### src/rtl/seg_attr_map.sv
module seg_attr_map #(
  parameter int NREG = 7,
  parameter int AW   = 20,
  parameter int IW   = 3
) (
  input  logic          clk,
  input  logic          rst_n,
  input  logic          cfg_we,
  input  logic [IW-1:0] cfg_idx,
  input  logic [7:0]    cfg_wdata,
  input  logic [AW-1:0] cpu_addr,
  input  logic          cpu_write,
  input  logic          cpu_code,
  output logic          route_mem,
  output logic          route_pci,
  output logic          cacheable,
  output logic          cfg_err
);

  localparam logic [7:0] REG0_RST = 8'h0F;

  logic [7:0]    attr_q [NREG];
  logic          in_low, in_hole, in_top, in_mid, mapped;
  logic [IW-1:0] mid_idx;
  logic [7:0]    mid_reg;
  logic [3:0]    sel;
  logic          re, we, ce;

  always_ff @(posedge clk or negedge rst_n) begin
    if (!rst_n) begin
      for (int i = 0; i < NREG; i++) attr_q[i] <= (i == 0) ? REG0_RST : 8'h00;
    end else if (cfg_we && (int'(cfg_idx) < NREG)) begin
      attr_q[cfg_idx] <= cfg_wdata;
    end
  end

  assign in_low  = cpu_addr[AW-1 -: 3] == 3'b100;
  assign in_hole = cpu_addr[AW-1 -: 3] == 3'b101;
  assign in_top  = cpu_addr[AW-1 -: 4] == 4'hF;
  assign in_mid  = (cpu_addr[AW-1 -: 2] == 2'b11) && !in_top;
  assign mapped  = in_low || in_top || in_mid;

  assign mid_idx = IW'(1) + cpu_addr[AW-3 -: 3];
  assign mid_reg = attr_q[mid_idx];

  always_comb begin
    sel = 4'h0;
    if (in_low)      sel = attr_q[0][3:0];
    else if (in_top) sel = attr_q[0][7:4];
    else if (in_mid) sel = cpu_addr[AW-6] ? mid_reg[7:4] : mid_reg[3:0];
  end

  assign re = sel[0];
  assign we = sel[1];
  assign ce = sel[2];

  assign cfg_err = mapped && ce && !re;

  always_comb begin
    if (in_hole) begin
      route_mem = 1'b0;
      cacheable = 1'b0;
    end else if (!mapped) begin
      route_mem = 1'b1;
      cacheable = 1'b1;
    end else begin
      route_mem = cpu_write ? we : re;
      cacheable = ce && re && (we || (!cpu_write && cpu_code));
    end
  end

  assign route_pci = !route_mem;

  logic unused_bits;
  assign unused_bits = ^{cpu_addr[AW-7:0], sel[3]};

endmodule

### config.mk
export PLATFORM = sky130hd
export DESIGN_NAME = seg_attr_map
export DESIGN_NICKNAME = d
export VERILOG_FILES = /design/src/rtl/seg_attr_map.sv
export SDC_FILE = /design/constraint.sdc
export NUM_CORES = 1
export LEC_CHECK = 0
export ABC_AREA = 0
export ABC_CLOCK_PERIOD_IN_PS = 2900
export BUFFER_PORTS_ARGS = -buffer_cell sky130_fd_sc_hd__buf_2
export CORE_ASPECT_RATIO = 1.1
export CORE_UTILIZATION = 32
export CTS_CLUSTER_SIZE = 10
export DETAILED_ROUTE_END_ITERATION = 10
export GPL_TIMING_DRIVEN = 0
export PLACE_DENSITY = 0.54
export SLEW_MARGIN = 20
export SYNTH_ARGS = -nofsm -noshare
export SYNTH_HDL_FRONTEND = slang
export SYNTH_SLANG_ARGS = --single-unit
### constraint.sdc
create_clock -name clk -period 2.9 [get_ports clk]
set_clock_uncertainty 0.15 [all_clocks]
set_input_delay 0.145 -clock clk [delete_from_list [all_inputs] [get_ports clk]]
set_output_delay 0.145 -clock clk [all_outputs]
set_load 0.02 [all_outputs]
# Word-level counts from Yosys, hierarchy flattened
# Cells that the tools add are included.
# W data, S select, Z words.
[op_classes]
addsub = 1
n_lt_le_gt_ge = 4
n_eq_ne = 4
n_mux = 15
bitwise = 2
n_reduce_logical = 15
[ops]
columns = ["cell", "count"]
rows = [
  ["$bwmux W56", 1],
  ["$bmux W8 S3", 1],
  ["$demux W8 S3", 1],
  ["$mux W7", 2],
  ["$mux W3", 4],
  ["$ge A4 B4 Y1 const B", 2],
  ["$logic_and A1 B1 Y1", 8],
  ["$mux W8", 1],
  ["$not A3 Y4", 2],
  ["$eq A3 B3 Y1 const B", 2],
  ["$mux W1", 5],
  ["$eq A4 B4 Y1 const B", 1],
  ["$logic_not A1 Y1", 4],
  ["$lt A4 B1 Y1 const B", 1],
  ["$add A1 B3 Y3 const A", 1],
  ["$logic_or A1 B1 Y1", 3],
  ["$lt A3 B3 Y1 const B", 1],
  ["$eq A2 B2 Y1 const B", 1],
]
[word_totals]
regBits = 56
in_bits = 36
out_inout_bits = 4
wordCells = 48

# Longest topological paths before layout
[logic_depth]
depth_word = 13
ltp_mapped = 7
depth_no_buf = 6

# Least setup slack after synthesis
# No wires, ideal clock.
[synth_path]
path_type = "input port to output port"
start = "in cpu_addr[15]"
end = "out cacheable"
arrival_ps = 1908
required_ps = 2605
path_slack_ps = 697
path_stages = 7
path_buffers = 1
path_cell_list = "ha_1 buf_6 nor2_2 a221oi_2 o32ai_1 nor3_1 o31ai_1"
[synth_between]
elab_chain_cells = 13
word_cells_on_any_way = 14
cone_classes = "1 x add/sub; 9 x mux; 1 x bitwise; 3 x reduce/logical"
[synth_rtl]
columns = ["item", "line", "source"]
rows = [
  ["from (decl)", "11", "input logic [AW-1:0] cpu_addr,"],
  ["$add A1 B3 Y3 (*)", "43", "assign mid_idx = IW'(1) + cpu_addr[AW-3 -: 3];"],
  ["$not A3 Y4 (implied by the code) (*)", "44", "assign mid_reg = attr_q[mid_idx];"],
  ["$bmux W8 S3 (*)", "44", ""],
  ["$mux W7 (implied by the code) (*) (2 in a row)", "44", ""],
  ["$mux W3 (*) (2 in a row)", "50", "else if (in_mid) sel = cpu_addr[AW-6] ? mid_reg[7:4] : mid_reg[3:0];"],
  ["$mux W3 (*)", "49", "else if (in_top) sel = attr_q[0][7:4];"],
  ["$mux W3 (*)", "48", "if (in_low) sel = attr_q[0][3:0];"],
  ["$logic_and A1 B1 Y1 or $logic_or A1 B1 Y1 (tied branches)", "68", "cacheable = ce && re && (we || (!cpu_write && cpu_code));"],
  ["$logic_and A1 B1 Y1 (*)", "68", ""],
  ["$mux W1 (*)", "63", "end else if (!mapped) begin"],
  ["$mux W1 (*)", "60", "if (in_hole) begin"],
  ["to (decl)", "16", "output logic cacheable,"],
]
# Mark *: on every way between the ends. The rest lies on a longest branch, timed or not. The select of a mux whose other input is x is not followed.

# Final worst setup path
# Same ends and word-level chain as after synthesis.

==> results.yml <==
routing:
  route.vias.total: 1377
  route.detailed.drc: 0
  first_pass_iters: 4
  wl_per_cell_um: 18.12
  ant_nets: 0
  viasPerCell: 5.256
  routed_wirelength_um: 4748
  dr.first_iter.drc_count: 78
sta:
  period_share_pct: 87.74
  final-setup-viol-count: 0
  maxSlewHeadroom_pct: 38.64
  period_needed_ps: 2544
  drv_slew: 0
  worst_slew_pin_slew_ps: 920.3
  fin_tns_setup_ps: 0
  max_freq_mhz: 393.0
  rsz0062_at_grt: "no"
  hold_viol: 0
cells_and_area:
  top_register: "attr_q"
  syn2layout_area_growth_pct: 15.39
  final_common_cell: "mux2_2"
  fill_cells: 615
  top_regs: "attr_q: 42 flops"
  multiInputGateArea_sq_um: 1075
  drive_gt1_share_pct: 51.11
  finalNetCount: 216
  insertedDiodeCount: 0
  mostFrequentLayoutCells: "mux2_2, dfrtp_1, buf_2"
  register_area_sq_um: 1055
  largest_reg_flops: 42
  fin_util_pct: 37.93
critical_path:
  cpPeakStageDelay_ps: 450
  cp-start-kind: "primary input"
  critical_path_required_ps: 2610
  cp_slowest_cell: "o32ai_1"
  criticalPathCategory: "in -> out"
  endpoint_kind: "output pin"
  worstReg2RegEnd: "attr_q[52]$_DFFE_PN0P_"
  cp.arrival_ps: 2250
  ff2ff_setup_slack_ps: 1950
  crit_chain: "buf_2 -> ha_1 -> buf_6 -> nor2_2 -> a221oi_2 -> o32ai_1 -> nor3_1 -> o31ai_1 -> buf_2"
  r2r_cells: 1
  cp_common_cell: "buf_2"
  path_max_fanout: 10
  r2r-start: "attr_q[52]$_DFFE_PN0P_"
floorplanning:
  die_area_sq_um: 7065
  die_h_um: 88.06
  coreArea_sq_um: 6555
  top_level_ports: 40
  start_util_pct: 32.87
  row_count: 31
  die_w_um: 80.24
pwr:
  power_w: 0.001594
  p_sw_share_pct: 26.05
  switching_power_w: 0.0004153
  leakage_nw: 1.037
  pwr-share-clk_pct: 28.4
  pwr-share-comb_pct: 21.9
  seq_power_share_pct: 49.6
  p_per_area_nw_per_um2: 641.4
  p_int_w: 0.001179
  ir_worst_vdd_v: 0.0002604
hold_path:
  hold_start: "cfg_wdata[0]"
  min_path_type: "in -> reg"
  hold_depth: 2
  min_to: "attr_q[16]$_DFFE_PN0P_"
yosys:
  post_synth_num_cell_types: 33
  ys_ff_latch: 42
  postSynthAreaPerCell_sq_um: 14.36
  synthesis.instances: 150
  seq_area_frac_synth_pct: 48.95
  ys_warn_count: 0
  synth_fp_nets: 187
  netlist_area_sq_um: 2155
clocking:
  cts_max_path_buffers: 2
  path_clk_slew_ps: 80
  cts_inserted_buffers: 5
  insertion_delay_ps: 300
  clockRootBuffer: "clkbuf_8"
  post_cts.repair.setup_buffers: 0
  tritoncts: "done"
  cts_max_level: 2
  cts_sinks: 42
placement:
  routabilityCongestion: 0.8592
  dp_hpwl_um: 3488
  io_buffers: 21
grt:
  grt_overflow: 0
  grt_pass1_vias: 1501
  grt_max_degree: 43
  grt_usage_pct: 15.26
  grt_pass1_wl_um: 7866
  antenna_found_initial: 0
status:
  outcome: "finished, final reports clean"
run:
  drv.max_cap_violation_count: 0
-- how the worst max path moves through the flow --
stage	startpoint	cells after the start	end	slack (ps)
floorplan	cpu_addr[15]	7	cacheable	700
global placement	cpu_addr[15]	9	route_pci	380
detailed placement	cpu_addr[15]	9	route_pci	370
CTS	cpu_addr[15]	9	route_pci	370
global route	cpu_addr[15]	9	cacheable	240
finish	cpu_addr[15]	9	cacheable	360
-- layout make-up --
cell class                      count  share of cell area (%)
Sequential cell                    42                   42.43
Inverter                            1                  0.1510
Clock buffer                        5                   2.768
Multi-Input combinational cell    103                   43.23
Timing Repair Buffer               22                   4.630
Clock inverter                      3                   1.610
Tap cell                           82                   4.127
Buffer                              4                   1.057
-- through the flow --
step	instance area (sq um)	setup WS, ps	instances	hold WS (ps)
after floorplan	2155	696.6	150	-300.6
after detailed placement	2362	372.4	253	191.9
after global placement	2362	382.5	253	161.8
after CTS	2481	366.8	262	14.41
final	2486	355.6	262	14.35
after global routing	2486	235.3	262	36.54
-- power groups by stage --
stage	logic [W]	clock network (W)	registers, W
global route	0.000384	0.000490	0.000809
global placement	0.000338	0	0.000794
floorplan	0.000267	0	0.000775
CTS	0.000354	0.000462	0.000792
detailed placement	0.000350	0	0.000804
finish	0.000350	0.000453	0.000791
-- cell usage after synthesis --
library cell | number | share of area (%)
o21ai_0 | 1 | 0.23
ha_1 | 1 | 0.58
o31ai_1 | 1 | 0.35
mux2_2 | 45 | 24
dfstp_2 | 3 | 3.7
a221oi_1 | 4 | 1.6
mux4_1 | 5 | 6.1
clkbuf_1 | 2 | 0.35
buf_6 | 1 | 0.52
nand4_1 | 1 | 0.29
o32ai_1 | 2 | 0.81
a22oi_1 | 3 | 1.0
nand2b_1 | 1 | 0.29
nor3b_1 | 1 | 0.35
o21a_1 | 1 | 0.35
xnor2_1 | 1 | 0.41
nor3b_2 | 2 | 1.2
xor2_2 | 1 | 0.76
mux2_4 | 3 | 2.1
nor3_1 | 7 | 1.6
dfrtp_1 | 39 | 45
a221oi_2 | 2 | 1.4
nor2b_1 | 1 | 0.29
buf_4 | 1 | 0.35
inv_1 | 1 | 0.17
o32ai_2 | 1 | 0.76
nor2_2 | 1 | 0.29
nand4b_1 | 4 | 1.6
nor3_2 | 1 | 0.46
nor2_1 | 9 | 1.6
and3_1 | 1 | 0.29
mux4_2 | 1 | 1.0
nand2_1 | 2 | 0.35
-- cell families (layout without fill, tap and decap cells) --
kind of cell / after synthesis / count (layout) / synth area share [%]
AOI/OAI and AO/OA: 15 / 15 / 6.562
xor gates and xnor gates: 2 / 2 / 1.162
adders and majority gates: 1 / 1 / 0.5806
buffers and inverters: 5 / 35 / 1.394
DFF: 42 / 42 / 48.96
muxes: 54 / 54 / 32.75
and+or+nand+nor: 31 / 31 / 8.595
-- critical path: cells and delay by family --
kind	cells	cell delay, ps
buf+inv	3	560
simple gates	2	360
compound gates	3	790
fa+ha+maj	1	390
-- metal layers --
layer / part of all wire (%) / track usage (%)
met1: 46 / 19.28
met2: 50 / 26.11
met3: 1.8 / 2.604
met4: 1.6 / 5.844
met5: 0 / 0
-- repair_timing --
action	in CTS	in global routing
hold endpoints to repair	39	0
hold buffers	1	0
resized for setup	0	0
(Power assumes the default switching activity.)
